[src/rtl/fetch_pkg.sv]
package fetch_pkg;
  localparam int CHAR_W      = 7;
  localparam int INFO_W      = 6;
  localparam int ADDR_CHARS  = 4;
  localparam int INSTR_CHARS = 10;
  localparam int NUM_SPAN    = 10000;
  localparam int ADDR_W      = $clog2(NUM_SPAN);
  localparam int DEC_W       = $clog2(NUM_SPAN / INSTR_CHARS);

  typedef logic [CHAR_W-1:0] char_t;
  typedef logic [ADDR_CHARS-1:0][CHAR_W-1:0] addr_chars_t;

  typedef enum logic [1:0] {
    ST_IDLE,
    ST_FETCH,
    ST_RESOLVE,
    ST_INDIRECT
  } fetch_state_t;

  // A character is good when its seven bits hold an odd count of ones.
  function automatic logic odd_ok(input char_t c);
    return ^c;
  endfunction

  // Decimal value of four digit characters, most significant first.
  function automatic logic [ADDR_W-1:0] digits_value(input addr_chars_t c);
    int v;
    v = 1000 * int'(c[0][3:0]) + 100 * int'(c[1][3:0])
      + 10 * int'(c[2][3:0]) + int'(c[3][3:0]);
    return ADDR_W'(v);
  endfunction

  // Sum of two addresses folded back into the decimal span.
  function automatic logic [ADDR_W-1:0] span_add(input logic [ADDR_W-1:0] a,
                                                 input logic [ADDR_W-1:0] b);
    logic [ADDR_W:0] s;
    s = {1'b0, a} + {1'b0, b};
    if (s >= (ADDR_W+1)'(NUM_SPAN)) s = s - (ADDR_W+1)'(NUM_SPAN);
    return s[ADDR_W-1:0];
  endfunction
endpackage

[src/rtl/char_parity_chk.sv]
module char_parity_chk
  import fetch_pkg::*;
(
  input  char_t ch,
  output logic  good
);
  assign good = odd_ok(ch);
endmodule

[src/rtl/addr_resolve.sv]
module addr_resolve
  import fetch_pkg::*;
(
  input  addr_chars_t       chars,
  input  logic [ADDR_W-1:0] idx1,
  input  logic [ADDR_W-1:0] idx2,
  input  logic [ADDR_W-1:0] idx3,
  output logic [ADDR_W-1:0] eff,
  output logic              indirect,
  output logic              target_bad
);
  logic [ADDR_W-1:0] raw;
  logic [ADDR_W-1:0] addend;
  logic [1:0]        idx_zone;

  assign raw      = digits_value(chars);
  assign idx_zone = chars[2][5:4];

  always_comb begin
    case (idx_zone)
      2'b01:   addend = idx1;
      2'b10:   addend = idx2;
      2'b11:   addend = idx3;
      default: addend = '0;
    endcase
  end

  assign eff        = (idx_zone == 2'b00) ? raw : span_add(raw, addend);
  assign indirect   = (chars[3][5:4] == 2'b01);
  assign target_bad = eff[0] || (eff < ADDR_W'(2));

  always_comb begin
    if (idx_zone != 2'b00 && raw < ADDR_W'(NUM_SPAN) && addend < ADDR_W'(NUM_SPAN))
      AST_INDEX_IN_SPAN: assert (eff < ADDR_W'(NUM_SPAN));
  end
endmodule

[src/rtl/instr_fetch.sv]
module instr_fetch
  import fetch_pkg::*;
#(
  parameter int STEP_CYC = 14,
  parameter int MAX_IND  = 8
) (
  input  logic              clk,
  input  logic              rst_n,
  input  logic              start,
  input  logic [DEC_W-1:0]  start_dec,
  input  logic [ADDR_W-1:0] idx1,
  input  logic [ADDR_W-1:0] idx2,
  input  logic [ADDR_W-1:0] idx3,
  output logic              rd_en,
  output logic [ADDR_W-1:0] rd_addr,
  input  logic [CHAR_W-1:0] rd_data,
  output logic              busy,
  output logic              ready,
  output logic [INFO_W-1:0] op_code,
  output logic [INFO_W-1:0] n_char,
  output logic [ADDR_W-1:0] a_addr,
  output logic [ADDR_W-1:0] b_addr,
  output logic              err_parity,
  output logic              err_target,
  output logic              err_loop
);
  // The indirect state lasts one cycle less than a step; the resolve cycle makes up the rest.
  localparam int IND_CYC = STEP_CYC - 1;
  localparam int MAXC    = (IND_CYC > INSTR_CHARS) ? IND_CYC : INSTR_CHARS;
  localparam int CNT_W   = $clog2(MAXC + 1);
  localparam int STEP_W  = $clog2(MAX_IND + 1);

  fetch_state_t      state;
  logic [CNT_W-1:0]  cnt;
  logic [ADDR_W-1:0] base_q;
  logic [ADDR_W-1:0] tgt_q;
  logic [ADDR_W-1:0] a_res_q;
  logic [STEP_W-1:0] steps;
  logic              sel_b;
  logic [INFO_W-1:0] op_q;
  logic [INFO_W-1:0] n_q;
  addr_chars_t       a_chars;
  addr_chars_t       b_chars;

  // Named internal events
  logic              cap_en;
  logic              char_good;
  logic              par_fail;
  logic [3:0]        cap_pos;
  logic [1:0]        slot_a;
  logic [1:0]        slot_b;
  logic [1:0]        slot_i;
  addr_chars_t       cur_chars;
  logic [ADDR_W-1:0] r_eff;
  logic              r_ind;
  logic              r_tgt_bad;

  assign busy    = (state != ST_IDLE);
  assign rd_en   = (state == ST_FETCH    && cnt < CNT_W'(INSTR_CHARS)) ||
                   (state == ST_INDIRECT && cnt < CNT_W'(ADDR_CHARS));
  assign rd_addr = (state == ST_FETCH) ? base_q + ADDR_W'(cnt)
                                       : tgt_q - ADDR_W'(2) + ADDR_W'(cnt);

  assign cap_en  = (state == ST_FETCH    && cnt != '0) ||
                   (state == ST_INDIRECT && cnt != '0 && cnt <= CNT_W'(ADDR_CHARS));
  assign cap_pos = 4'(cnt - CNT_W'(1));
  assign slot_a  = 2'(cap_pos - 4'd2);
  assign slot_b  = 2'(cap_pos - 4'd6);
  assign slot_i  = cap_pos[1:0];
  assign par_fail = cap_en && !char_good;
  assign cur_chars = sel_b ? b_chars : a_chars;

  char_parity_chk u_par (
    .ch   (rd_data),
    .good (char_good)
  );

  addr_resolve u_res (
    .chars      (cur_chars),
    .idx1       (idx1),
    .idx2       (idx2),
    .idx3       (idx3),
    .eff        (r_eff),
    .indirect   (r_ind),
    .target_bad (r_tgt_bad)
  );

  always_ff @(posedge clk or negedge rst_n) begin
    if (!rst_n) begin
      state      <= ST_IDLE;
      cnt        <= '0;
      base_q     <= '0;
      tgt_q      <= '0;
      a_res_q    <= '0;
      steps      <= '0;
      sel_b      <= 1'b0;
      op_q       <= '0;
      n_q        <= '0;
      a_chars    <= '0;
      b_chars    <= '0;
      ready      <= 1'b0;
      op_code    <= '0;
      n_char     <= '0;
      a_addr     <= '0;
      b_addr     <= '0;
      err_parity <= 1'b0;
      err_target <= 1'b0;
      err_loop   <= 1'b0;
    end else begin
      ready      <= 1'b0;
      err_parity <= 1'b0;
      err_target <= 1'b0;
      err_loop   <= 1'b0;
      case (state)
        ST_IDLE: begin
          if (start) begin
            base_q <= ADDR_W'(32'(start_dec) * INSTR_CHARS);
            cnt    <= '0;
            state  <= ST_FETCH;
          end
        end
        ST_FETCH: begin
          if (par_fail) begin
            err_parity <= 1'b1;
            state      <= ST_IDLE;
          end else begin
            if (cap_en) begin
              if (cap_pos == 4'd0)      op_q <= rd_data[INFO_W-1:0];
              else if (cap_pos == 4'd1) n_q  <= rd_data[INFO_W-1:0];
              else if (cap_pos < 4'd6)  a_chars[slot_a] <= rd_data;
              else                      b_chars[slot_b] <= rd_data;
            end
            if (cnt == CNT_W'(INSTR_CHARS)) begin
              state <= ST_RESOLVE;
              sel_b <= 1'b0;
              steps <= '0;
            end else begin
              cnt <= cnt + CNT_W'(1);
            end
          end
        end
        ST_RESOLVE: begin
          if (r_ind) begin
            if (steps == STEP_W'(MAX_IND)) begin
              err_loop <= 1'b1;
              state    <= ST_IDLE;
            end else if (r_tgt_bad) begin
              err_target <= 1'b1;
              state      <= ST_IDLE;
            end else begin
              tgt_q <= r_eff;
              steps <= steps + STEP_W'(1);
              cnt   <= '0;
              state <= ST_INDIRECT;
            end
          end else if (!sel_b) begin
            a_res_q <= r_eff;
            sel_b   <= 1'b1;
            steps   <= '0;
          end else begin
            a_addr  <= a_res_q;
            b_addr  <= r_eff;
            op_code <= op_q;
            n_char  <= n_q;
            ready   <= 1'b1;
            state   <= ST_IDLE;
          end
        end
        ST_INDIRECT: begin
          if (par_fail) begin
            err_parity <= 1'b1;
            state      <= ST_IDLE;
          end else begin
            if (cap_en) begin
              if (sel_b) b_chars[slot_i] <= rd_data;
              else        a_chars[slot_i] <= rd_data;
            end
            if (cnt == CNT_W'(IND_CYC - 1)) state <= ST_RESOLVE;
            else                            cnt   <= cnt + CNT_W'(1);
          end
        end
        default: state <= ST_IDLE;
      endcase
    end
  end

  AST_READY_PULSE: assert property (@(posedge clk) disable iff (!rst_n)
    ready |=> !ready);
  AST_ONE_OUTCOME: assert property (@(posedge clk) disable iff (!rst_n)
    $onehot0({ready, err_parity, err_target, err_loop}));
  AST_SEQ_READS: assert property (@(posedge clk) disable iff (!rst_n)
    (rd_en && $past(rd_en) && state == ST_FETCH) |-> rd_addr == $past(rd_addr) + ADDR_W'(1));
  AST_HOLD_A: assert property (@(posedge clk) disable iff (!rst_n)
    !ready |-> ($stable(a_addr) && $stable(b_addr) && $stable(op_code)));
  AST_STEP_LIMIT: assert property (@(posedge clk) disable iff (!rst_n)
    steps <= STEP_W'(MAX_IND));
  AST_TARGET_EVEN: assert property (@(posedge clk) disable iff (!rst_n)
    (state == ST_INDIRECT) |-> (!tgt_q[0] && tgt_q >= ADDR_W'(2)));
  AST_START_IGNORED: assert property (@(posedge clk) disable iff (!rst_n)
    (busy && start) |=> $stable(base_q));
endmodule

[config.mk]
export PLATFORM = sky130hd
export DESIGN_NAME = instr_fetch
export DESIGN_NICKNAME = d
export VERILOG_FILES = /design/src/rtl/fetch_pkg.sv /design/src/rtl/char_parity_chk.sv /design/src/rtl/addr_resolve.sv /design/src/rtl/instr_fetch.sv
export SDC_FILE = /design/constraint.sdc
export NUM_CORES = 1
export LEC_CHECK = 0
export BUFFER_PORTS_ARGS = -buffer_cell sky130_fd_sc_hd__buf_4
export CAP_MARGIN = 20
export CORE_MARGIN = 5
export CORE_UTILIZATION = 55
export CTS_CLUSTER_SIZE = 28
export DETAILED_ROUTE_END_ITERATION = 16
export PLACE_DENSITY_LB_ADDON = 0.25
export REMOVE_ABC_BUFFERS = 1
export SKIP_CTS_REPAIR_TIMING = 1
export SYNTH_ARGS = -nofsm -noshare
export SYNTH_HDL_FRONTEND = slang
export SYNTH_SLANG_ARGS = --single-unit
[constraint.sdc]
create_clock -name clk -period 20.2 [get_ports clk]
set_input_delay 4.04 -clock clk [delete_from_list [all_inputs] [get_ports clk]]
set_output_delay 4.04 -clock clk [all_outputs]
set_load 0.005 [all_outputs]
---- After elaboration in Yosys (flattened, before gate mapping) ----
Index checks and enable logic that the tools add are counted.
word-level totals
  input bits .............................. 62
  logic and storage cells ................. 204
  register bits ........................... 164
cells by class
  bitwise gates (word level) .............. 6
  multipliers ............................. 4
  add/sub/neg operators ................... 13
  order comparisons ....................... 12
  muxes and demuxes ....................... 75
  reduce and logical (&&, ||, !) cells .... 34
  eq/ne operators ......................... 35
operators with widths
  cell                                                                                    count
  28-bit 2-to-1 mux                                                                       16
  28-bit bitwise mux                                                                      4
  28-bit case mux with 2 select lines                                                     2
  4-bit 2-to-1 mux                                                                        14
  7-bit demux with 2-bit select                                                           3
  14-bit 2-to-1 mux                                                                       3
  14-bit case mux with 3 select lines                                                     1
  2-bit inequality test (second input constant)                                           16
  14-bit adder                                                                            2
  14-bit by 4-bit adder with 14-bit output                                                2
  27-bit 2-to-1 mux                                                                       1
  7-bit 2-to-1 mux                                                                        3
  2-bit 2-to-1 mux                                                                        9
  9-bit AND reduction                                                                     2
  4-bit case mux with 4 select lines                                                      1
  4-bit AND reduction                                                                     4
  14-bit by 14-bit adder with 15-bit output                                               1
  15-bit by 14-bit greater-or-equal comparator with 1-bit output (second input constant)  1
  1-bit 2-to-1 mux                                                                        15
  14-bit by 5-bit adder with 14-bit output                                                1
  14-bit by 2-bit less-than comparator with 1-bit output (second input constant)          1
  14-bit subtractor (second input constant)                                               1
  14-bit by 2-bit subtractor with 14-bit output (second input constant)                   1
  10-bit by 3-bit multiplier with 13-bit output (second input constant)                   1
  other kinds (36)                                                                        74

---- Longest topological paths before layout ----
Gate-level depths: netlist (run 1).
  word-level depth ........................ 15
  gate-level depth with buffers ........... 37
  mapped depth without buffers ............ 32

---- Hierarchy ----
A second synthesis (run 1) with hierarchy kept.
second synthesis, totals
  cells, all modules ...................... 1084
  area, all modules ....................... 11629.9 µm²
modules (own cells, without submodules)
  module           cells each  area an instance (µm²)  instances
  instr_fetch      703         8463.1                  1
  addr_resolve     377         3104.2                  1
  char_parity_chk  4           62.6                    1

---- Worst setup path before layout (run 1) ----
No wires, ideal clock.
  path type ............................... reg-to-reg
  start ................................... register sel_b
  end ..................................... register tgt_q[10]
  period minus slack after synthesis ...... 9.251 ns
  setup time .............................. 0.125 ns
  data arrival time ....................... 9.125 ns
  path buffers ............................ 5
  setup slack ............................. 10.949 ns
  stages on the path, launching flop included .. 34
  path through ............................ dfrtp_1 -> clkbuf_1 -> buf_1 -> clkbuf_1 -> mux2i_1 -> inv_1 -> ha_1 -> fa_1 -> inv_1 -> fa_1 -> fa_1 -> inv_1 -> ha_1 -> ha_1 -> a2111oi_0 -> o31ai_1 -> a21oi_1 -> xor2_1 -> inv_1 -> ha_1 -> buf_2 -> nand2_1 -> o21ai_0 -> mux2i_1 -> o41ai_2 -> or2_2 -> a31oi_2 -> o21ai_2 -> mux2i_1 -> or4_1 -> o31ai_4 -> nor2_4 -> buf_6 -> mux2_4
on the way
  word-level cells in the longest chain between the ends .. 13
  elaborated cells on any way between the ends .. 22
  classes of those cells .................. 5 x add/sub; 3 x mul; 2 x order compare; 4 x eq/ne; 4 x mux; 1 x bitwise; 3 x reduce/logical
RTL lines
  what                                                                                                                line                source
  from (decl)                                                                                                         instr_fetch.sv:39   logic sel_b;
  from (signal assigned)                                                                                              instr_fetch.sv:96   sel_b <= 1'b0;
  from (signal assigned)                                                                                              instr_fetch.sv:135  sel_b <= 1'b0;
  from (signal assigned)                                                                                              instr_fetch.sv:158  sel_b <= 1'b1;
  27-bit 2-to-1 mux (*)                                                                                               instr_fetch.sv:71   assign cur_chars = sel_b ? b_chars : a_chars;
  7-bit by 4-bit multiplier with 11-bit output / 5-bit by 4-bit multiplier with 9-bit output (equally long branches)  fetch_pkg.sv:28     v = 1000 * int'(c[0][3:0]) + 100 * int'(c[1][3:0])
  14-bit adder                                                                                                        fetch_pkg.sv:28
  14-bit adder                                                                                                        fetch_pkg.sv:29     + 10 * int'(c[2][3:0]) + int'(c[3][3:0]);
  14-bit by 5-bit adder with 14-bit output                                                                            fetch_pkg.sv:29
  14-bit by 14-bit adder with 15-bit output                                                                           fetch_pkg.sv:37     s = {1'b0, a} + {1'b0, b};
  14-bit subtractor / 15-bit by 14-bit greater-or-equal comparator with 1-bit output (equally long branches)          fetch_pkg.sv:38     if (s >= (ADDR_W+1)'(NUM_SPAN)) s = s - (ADDR_W+1)'(NUM_SPAN);
  14-bit 2-to-1 mux                                                                                                   fetch_pkg.sv:38
  14-bit 2-to-1 mux                                                                                                   addr_resolve.sv:28  assign eff = (idx_zone == 2'b00) ? raw : span_add(raw, addend);
  14-bit by 2-bit less-than comparator with 1-bit output                                                              addr_resolve.sv:30  assign target_bad = eff[0] || (eff < ADDR_W'(2));
  1-bit logical OR                                                                                                    addr_resolve.sv:30
  1-bit NOT (no source line)                                                                                          -
  4-bit AND reduction (no source line)                                                                                -
  to (signal assigned)                                                                                                instr_fetch.sv:151  tgt_q <= r_eff;
  to (decl)                                                                                                           instr_fetch.sv:36   logic [ADDR_W-1:0] tgt_q;
Mark *: on every way between the ends. The rest lies on a longest branch, timed or not.
A chain may end at the register's enable or synchronous reset.

---- Worst setup path after layout (run 1) ----
  start ................................... register sel_b
  end ..................................... register state[1]
on the way
  word-level cells in the longest chain between the ends .. 15
  elaborated cells on any way between the ends .. 26
  classes of those cells .................. 5 x add/sub; 3 x mul; 2 x order compare; 5 x eq/ne; 8 x mux; 3 x reduce/logical
RTL lines
  what                                                                                                                line                source
  27-bit 2-to-1 mux                                                                                                   instr_fetch.sv:71
  7-bit by 4-bit multiplier with 11-bit output / 5-bit by 4-bit multiplier with 9-bit output (equally long branches)  fetch_pkg.sv:28
  14-bit adder                                                                                                        fetch_pkg.sv:28
  14-bit adder                                                                                                        fetch_pkg.sv:29
  14-bit by 5-bit adder with 14-bit output                                                                            fetch_pkg.sv:29
  14-bit by 14-bit adder with 15-bit output                                                                           fetch_pkg.sv:37
  14-bit subtractor / 15-bit by 14-bit greater-or-equal comparator with 1-bit output (equally long branches)          fetch_pkg.sv:38
  14-bit 2-to-1 mux                                                                                                   fetch_pkg.sv:38
  14-bit 2-to-1 mux                                                                                                   addr_resolve.sv:28
  14-bit by 2-bit less-than comparator with 1-bit output                                                              addr_resolve.sv:30
  1-bit logical OR                                                                                                    addr_resolve.sv:30
  2-bit 2-to-1 mux                                                                                                    instr_fetch.sv:147  end else if (r_tgt_bad) begin
  2-bit 2-to-1 mux                                                                                                    instr_fetch.sv:144  if (steps == STEP_W'(MAX_IND)) begin
  2-bit 2-to-1 mux                                                                                                    instr_fetch.sv:143  if (r_ind) begin
  2-bit case mux with 4 select lines                                                                                  instr_fetch.sv:114  case (state)
  to (signal assigned)                                                                                                instr_fetch.sv:119  state <= ST_FETCH;
  to (signal assigned)                                                                                                instr_fetch.sv:146  state <= ST_IDLE;
  to (signal assigned)                                                                                                instr_fetch.sv:149  state <= ST_IDLE;
  to (decl)                                                                                                           instr_fetch.sv:33   fetch_state_t state;
Several ways; a longest one is shown, not always the timed one.

==> results.md, run 1 <==
- Status: finished clean
- Total number of vias: 8576
- DR pass1 iterations: 5
- Count of cell types in the netlist: 77
- Clock insertion delay at the later pin of the skew report: roughly 0.42 ns
- Remaining antenna violation count after routing: 0
- Total number of H-tree levels: 4
- Total detailed-routing wirelength: 25510 um
- Standard-cell rows: 51
- Clock sink total: 148
- RePlAce Congestion: 0.9684
- Via count of the first global-routing pass: 8463
- Synthesized area per cell: 9.621 um^2
- Setup TNS: 0 ns
- Maximum net fanout on the critical path: 25
- Sequential cell area fraction in the yosys report: 0.3380
- Floorplan core area: 19530 um^2
- First element of the critical path: sel_b
- Net count of the finished layout: 1442
- Endpoint of the worst register-to-register path: state[1]
- Vias per inst: approximately 5.6
- Maximum capacitance violations: 0
- Synthesis-to-finish area growth: 16.00%
- Initial detailed-routing violation count: 578
- Final clock skew: between 0.005 and 0.006 ns
- Number of antenna violations at the first check in global routing: 0
- Die Width: approximately 150 um
- Count of flip-flops with a built-in enable after synthesis: 0
- Number of failing setup endpoints in the final timing report: 0
- Die Y-Extent: about 150 um
- Synthesized netlist cell count: 1139
- Time the worst path needs with I/O delays and setup: 9.656 ns
- Worst path max stage delay: 0.54 ns
- FFs w/ async S/R, synth: 1.000
- Most common flop cell mapped by yosys: sky130_fd_sc_hd__dfrtp_1
- Flop2flop setup slack: 10.54 ns
- Required @ worst endpoint: between 20 and 25 ns
- Wire length of the first global-routing pass: 41990 um
- Maximum buffer depth of the clock tree: 2
- Num CTS Buffers: 17
- Share of cells above drive strength 1: 0.2263
- Critical path endpoint category: flip-flop
- Max-slew headroom at the worst pin: 0.3456
- Fin. max-slew vios: 0
- Setup repair after global routing missed its margin: no
- Critical register-to-register path startpoint: sel_b
- Number of fillers in the final layout: about 1600
- Critical path capture point: state[1]
- Final worst-path cycle share: 0.4780
- Slew @ Worst Pin: 0.9771 ns
- Cell types with the highest counts after synthesis: sky130_fd_sc_hd__nand2_1 (160), sky130_fd_sc_hd__dfrtp_1 (148), sky130_fd_sc_hd__ha_1 (108)
- Number of flip-flops and latches in the synthesized netlist: ~150
- Startpoint kind of the worst setup timing path: flip-flop
- Top cells by area in the synthesized netlist: sky130_fd_sc_hd__dfrtp_1 (34%), sky130_fd_sc_hd__ha_1 (12%), sky130_fd_sc_hd__mux2_2 (9.7%), sky130_fd_sc_hd__nand2_1 (5.5%), sky130_fd_sc_hd__fa_1 (3.8%)
- Antenna diodes: 0
- Final Hold Fails: 0
- Drt drc: 0
- Type of the worst setup path: flip-flop to flip-flop
- Most frequently used cell type in the post-synthesis netlist: sky130_fd_sc_hd__nand2_1
- Warning count from the yosys run: 0
- Highest clock frequency the design can meet: 103.6 MHz
- Post-DP HPWL: between 15000 and 20000 um
- WL per Instance: approximately 17 um
- Gr usage total: 0.2309
- Data arrival time of the critical path: 9.95 ns
- Slowest cell on crit path: sky130_fd_sc_hd__fa_1
- TritonCTS clock tree: done
- IO Port Bufs: 121
- Root Buffer: sky130_fd_sc_hd__clkbuf_16
- Worst min-delay path category: flip-flop to flip-flop
- Largest net degree at the start of global routing: 87
- Overall overflow remaining after global route: 0
- Starting utilization of the core area: 0.5612
- Clock-pin slew of the registers on the worst-case setup and hold paths: roughly 0.070 ns
- Yosys top cell by area: sky130_fd_sc_hd__dfrtp_1
- Cell Area, Synth: 10960 um^2
- Area share of the largest cell type after synthesis: 0.3380
- Area of the die: between 20000 and 25000 um^2
- FF-to-FF path depth: 29
- Ports placed on the boundary: 122
==> stage by stage <==
step / instances / hold WS (ns) / setup slack [ns] / instance area (um^2) / utilization
after CTS: 1529 / 0.4716 / 10.62 / 12710 / 0.6510
after floorplan: 1102 / 0.4331 / 11.40 / 10810 / -
after detailed placement: 1497 / 0.4550 / 10.66 / 12130 / 0.6212
after global routing: 1529 / 0.4858 / 9.880 / 12710 / 0.6510
after global placement: 1497 / 0.4465 / 10.85 / 12130 / 0.6212
final: 1529 / 0.4667 / 10.54 / 12710 / 0.6510
==> critical path: cells and delay by family, from the launching register on <==
family	cells	cell delay, ns
compound gates	10	2.92
xor+xnor	1	0.48
fa+ha+maj	7	3.05
buf+inv	5	0.71
flops	1	0.33
mux	2	0.81
simple gates	4	1.20
==> sequential cells by signal, indices dropped and copies added, names as in the netlist <==
| signal | cells |
|---|---|
| sel_b | 1 |
| a_res_q | 14 |
| err_loop | 1 |
| ready | 1 |
| cnt | 4 |
| state | 2 |
| steps | 4 |
| err_parity | 1 |
| base_q | 13 |
| n_char | 6 |
| err_target | 1 |
| op_q | 6 |
| a_chars | 20 |
| n_q | 6 |
| b_addr | 14 |
| b_chars | 20 |
| tgt_q | 14 |
| op_code | 6 |
| a_addr | 14 |
==> final cells by class <==
cell class | instances | area [um^2] | share of cell area
inverters | 97 | 364.1 | 0.02864
clock buffers | 19 | 442.9 | 0.03485
clock inverters | 13 | 137.6 | 0.01083
repair buffers | 130 | 979.7 | 0.07707
well taps | 265 | 331.6 | 0.02609
multi-input cells | 857 | 6751 | 0.5312
flip-flops and latches | 148 | 3704 | 0.2914
==> placed cells by master (no fill, tap or decap), types with 7 or more instances in the layout <==
cell	count
sky130_fd_sc_hd__nand3_1	13
sky130_fd_sc_hd__nor2_1	54
sky130_fd_sc_hd__nand2_1	160
sky130_fd_sc_hd__inv_6	7
sky130_fd_sc_hd__o21bai_1	9
sky130_fd_sc_hd__inv_1	96
sky130_fd_sc_hd__and3_1	8
sky130_fd_sc_hd__mux2i_1	39
sky130_fd_sc_hd__mux2_2	94
sky130_fd_sc_hd__xnor2_1	38
sky130_fd_sc_hd__o31ai_1	8
sky130_fd_sc_hd__xor2_1	24
sky130_fd_sc_hd__o211ai_1	10
sky130_fd_sc_hd__nor2b_1	12
sky130_fd_sc_hd__nand4_1	7
sky130_fd_sc_hd__nor3_1	12
sky130_fd_sc_hd__a31oi_1	9
sky130_fd_sc_hd__buf_4	129
sky130_fd_sc_hd__or3_1	9
sky130_fd_sc_hd__fa_1	21
sky130_fd_sc_hd__o21ai_0	61
sky130_fd_sc_hd__ha_1	108
sky130_fd_sc_hd__a21o_1	20
sky130_fd_sc_hd__dfrtp_1	148
sky130_fd_sc_hd__clkbuf_16	17
sky130_fd_sc_hd__a21oi_1	50
==> logic make-up after synthesis <==
| group | count (synthesis) | synth area share |
|---|---|---|
| buffers and inverters | 134 | 0.04693 |
| XOR/XNOR | 64 | 0.05355 |
| flip-flops | 148 | 0.3380 |
| multiplexers | 140 | 0.1414 |
| AO/OA/AOI/OAI | 223 | 0.1367 |
| AND/OR/NAND/NOR | 301 | 0.1218 |
| adder cells (fa/ha/maj) | 129 | 0.1617 |
==> layer usage <==
| metal | up-vias | track usage | wire (um) |
|---|---|---|---|
| li1 | 4205 | - | - |
| met4 | 0 | 0.05802 | 458 |
| met2 | 203 | 0.3816 | 12190 |
| met1 | 4135 | 0.3146 | 11750 |
| met3 | 33 | 0.04369 | 1110 |
| met5 | - | 0 | 0 |
==> worst min-delay path by stage <==
stage               depth (start not counted)  slack (ns)    endpoint   startpoint
floorplan                                   2        0.43  op_code[0]      op_q[0]
global placement                            2        0.45   a_addr[4]   a_res_q[4]
detailed placement                          2        0.46  op_code[4]      op_q[4]
CTS                                         2        0.47  op_code[4]      op_q[4]
global route                                2        0.49   n_char[3]       n_q[3]
finish                                      2        0.47  a_addr[12]  a_res_q[12]
Power of run 1 is not shown: default switching activity piles up to over one toggle a cycle in this logic, so the estimate is an artifact.
==> run 2, diff against run 1 <==
Settings changed: ABC_AREA set to 1.
Clock period 20.2 ns to 9.66 ns, I/O delays scaled along.
==> results.md, run 2 <==
- Status: finished clean
- Remaining antenna violation count after routing: 0 (unchanged)
- Top flop regs: a_chars: 20 flops, b_chars: 20 flops
- Total number of vias: 10050 (+17%)
- Warning count from the yosys run: 0 (unchanged)
- Synthesized area per cell: 7.318 um^2 (-24%)
- Most common flop cell mapped by yosys: sky130_fd_sc_hd__dfrtp_1
- Antenna diodes: 0 (unchanged)
- Initial detailed-routing violation count: 595 (+2.9%)
- TritonCTS clock tree: done
- Compound-cell area share of the yosys netlist: 0.1136 (-0.02310)
- Most frequent cell on the critical path: sky130_fd_sc_hd__nand2_1
- Clock-pin slew of the registers on the worst-case setup and hold paths: 0.07 ns (about the same)
- Top routing layer in use: met4
- Largest net degree at the start of global routing: 80 (-8.0%)
- Number of fillers in the final layout: 1741 (+7.8%)
- Via count of the first global-routing pass: 9579 (+13%)
- Die Y-Extent: 152.4 um (+0.85%)
- RePlAce Congestion: 0.9852 (+1.7%)
- Net count of the finished layout: 1825 (+27%)
- Simple-Gate Fraction of Synth Area: 0.2788 (+0.1570)
- Required @ worst endpoint: 10.00 ns (-10.50 ns)
- Number of flip-flops and latches in the synthesized netlist: 148 (unchanged)
- WL per Instance: 14.03 um (-16%)
- Commonest non-fill, non-tap cell in the layout: sky130_fd_sc_hd__nand2_1
- Number of failing setup endpoints in the final timing report: 0 (unchanged)
- DR WL met3: 1177 um (+6.0%)
- Total detailed-routing wirelength: 26900 um (+5.5%)
- Floorplan core area: 20100 um^2 (+3.0%)
- Area share of the largest cell type after synthesis: 0.3319 (-0.006101)
- Num CTS Buffers: 17 (unchanged)
- Die Width: 152.4 um (+0.85%)
- Worst min-delay path category: flip-flop to flip-flop
- Cell types with the highest counts after synthesis: sky130_fd_sc_hd__nand2_1 (470), sky130_fd_sc_hd__inv_1 (204), sky130_fd_sc_hd__dfrtp_1 (148)
- Area of the die: 23240 um^2 (+1.7%)
- Top library cells by usage in the layout, fill and taps aside: sky130_fd_sc_hd__nand2_1 (470), sky130_fd_sc_hd__inv_1 (204), sky130_fd_sc_hd__dfrtp_1 (147)
- Maximum net fanout on the critical path: 28 (+12%)
- Maximum buffer depth of the clock tree: 2 (unchanged)
- Slowest cell on crit path: sky130_fd_sc_hd__dfrtp_2
- Worst path max stage delay: 0.61 ns (+0.07 ns)
- Gr usage total: 0.2304 (-0.0004770)
- Count of cell types in the netlist: 50 (-35%)
- Final clock skew: 0.009854 ns (+0.003860 ns)
- Fin. max-slew vios: 0 (unchanged)
- Maximum capacitance violations: 0 (unchanged)
- Wire length of the first global-routing pass: 45380 um (+8.1%)
- Yosys top cell by area: sky130_fd_sc_hd__dfrtp_1
- Top cells by area in the synthesized netlist: sky130_fd_sc_hd__dfrtp_1 (33%), sky130_fd_sc_hd__nand2_1 (16%), sky130_fd_sc_hd__ha_1 (12%), sky130_fd_sc_hd__inv_1 (6.9%), sky130_fd_sc_hd__o21ai_0 (5.9%)
- Overall overflow remaining after global route: 0 (unchanged)
- Setup repair after global routing missed its margin: no
- Startpoint kind of the worst setup timing path: flip-flop
- Standard-cell rows: 52 (+2.0%)
- Critical path endpoint category: flip-flop
- Ports placed on the boundary: 122 (unchanged)
- Post-DP HPWL: 21230 um (+8.3%)
- IO Port Bufs: 121 (unchanged)
- Final Hold Fails: 0 (unchanged)
- Adder-cell share of the synthesized area: 0.1588 (-0.002919)
- Vias per inst: 5.242 (-6.5%)
- Total number of H-tree levels: 4 (unchanged)
- Max-slew headroom at the worst pin: 0.4069 (+0.06130)
- Wire length on met2: 13240 um (+8.6%)
- Time the worst path needs with I/O delays and setup: 8.428 ns (-1.228 ns)
- FFs w/ async S/R, synth: 1.000 (unchanged)
- Sequential cell area fraction in the yosys report: 0.3319 (-0.006101)
- Most frequently used cell type in the post-synthesis netlist: sky130_fd_sc_hd__nand2_1
- Highest clock frequency the design can meet: 118.7 MHz (+15%)
- Setup TNS: 0 ns (unchanged)
- Data arrival time of the critical path: 8.76 ns (-1.19 ns)
- Final worst-path cycle share: 0.8725 (+0.3944)
- Clock insertion delay at the later pin of the skew report: 0.42 ns (about the same)
- Xor-xnor portion of the synthesized cell area: 0.03050 (-0.02305)
- Clock sink total: 148 (unchanged)
- Drt drc: 0 (unchanged)
- Starting utilization of the core area: 0.5551 (-0.006116)
- Root Buffer: sky130_fd_sc_hd__clkbuf_16
- Flop2flop setup slack: 1.23 ns (-9.31 ns)
- Type of the worst setup path: flip-flop to flip-flop
- Cell Area, Synth: 11160 um^2 (+1.8%)
- Synthesized netlist cell count: 1525 (+34%)
- Number of antenna violations at the first check in global routing: 0 (unchanged)
- Post-route met1 wirelength: 11960 um (+1.7%)
- Count of flip-flops with a built-in enable after synthesis: 0 (unchanged)
- Share of synthesized area spent on multiplexers: 0.0008970 (-0.1405)
- Synthesis-to-finish area growth: 15.24%
- Share of cells above drive strength 1: 0.1378 (-0.08844)
- Slew @ Worst Pin: 0.8863 ns (-0.09081 ns)
- DR pass1 iterations: 5 (unchanged)
- Largest family of logic cells by synthesized area: simple AND/OR/NAND/NOR gates
-- run 2: changes by cell type after synthesis, sizes merged, moves of 9 or more --
cell   delta
inv     +117
mux2    -100
nand2   +337
xnor2    -27
nor2b    -13
a21o     -18
nor2     +30
nand3    +93
or2      +10
mux2i    -39
or3       -9
o21ai    +84
-- run 2: cell families after synthesis --
| group | Yosys count |
|---|---|
| adders and majority gates | 129 |
| DFF | 148 |
| buffers and inverters | 249 |
| AOI/OAI and AO/OA | 230 |
| muxes | 1 |
| and+or+nand+nor | 730 |
| xor gates and xnor gates | 38 |
-- run 2: area by class of cell --
type,count,area [um^2],area share
clock inverter,14,115.1,0.008951
tap,270,337.8,0.02627
clock buffer,18,429.2,0.03337
timing repair buffer,126,969.7,0.07540
multi-input combinational,1128,6504,0.5057
sequential,148,3705,0.2881
inverter,213,799.5,0.06217
-- run 2: critical path, delay by kind of cell, from the launching register on --
kind            cells  cell delay [ns]
simple gates       22             2.91
compound gates      8             1.23
buf+inv             7             0.72
flops               1             0.61
xor+xnor            2             0.37
fa+ha+maj           6             2.47
-- run 2: path summary, 6_finish.rpt --
kind / from / endpoint / cells past startpoint
max reg2reg: sel_b / tgt_q[3] / 45
min reg2reg: op_code[1] / op_code[1] / 2
min: op_code[1] / op_code[1] / 2
max in group asynchronous: rst_n / sel_b / 3
min in group asynchronous: rst_n / b_addr[12] / 1
max: sel_b / tgt_q[3] / 45
-- run 2: stage by stage --
step	std cells	utilization	instance area (um^2)	hold slack, ns	setup slack, ns
3_3_place_gp	1884	0.6112	12290	0.4563	1.133
6_report	1917	0.6397	12860	0.4715	1.232
2_1_floorplan	1489	-	11000	0.4444	2.387
4_1_cts	1916	0.6382	12830	0.4752	0.9737
3_5_place_dp	1884	0.6112	12290	0.4598	1.033
5_1_grt	1917	0.6397	12860	0.4995	0.2994
-- run 2: routing by layer --
metal / up-vias / track usage
met1: 4647 / 0.3023
met3: 36 / 0.03437
met5: - / 0
li1: 5114 / -
met4: 0 / 0.06322
met2: 251 / 0.4003
Power of run 2 is left out for the same reason.
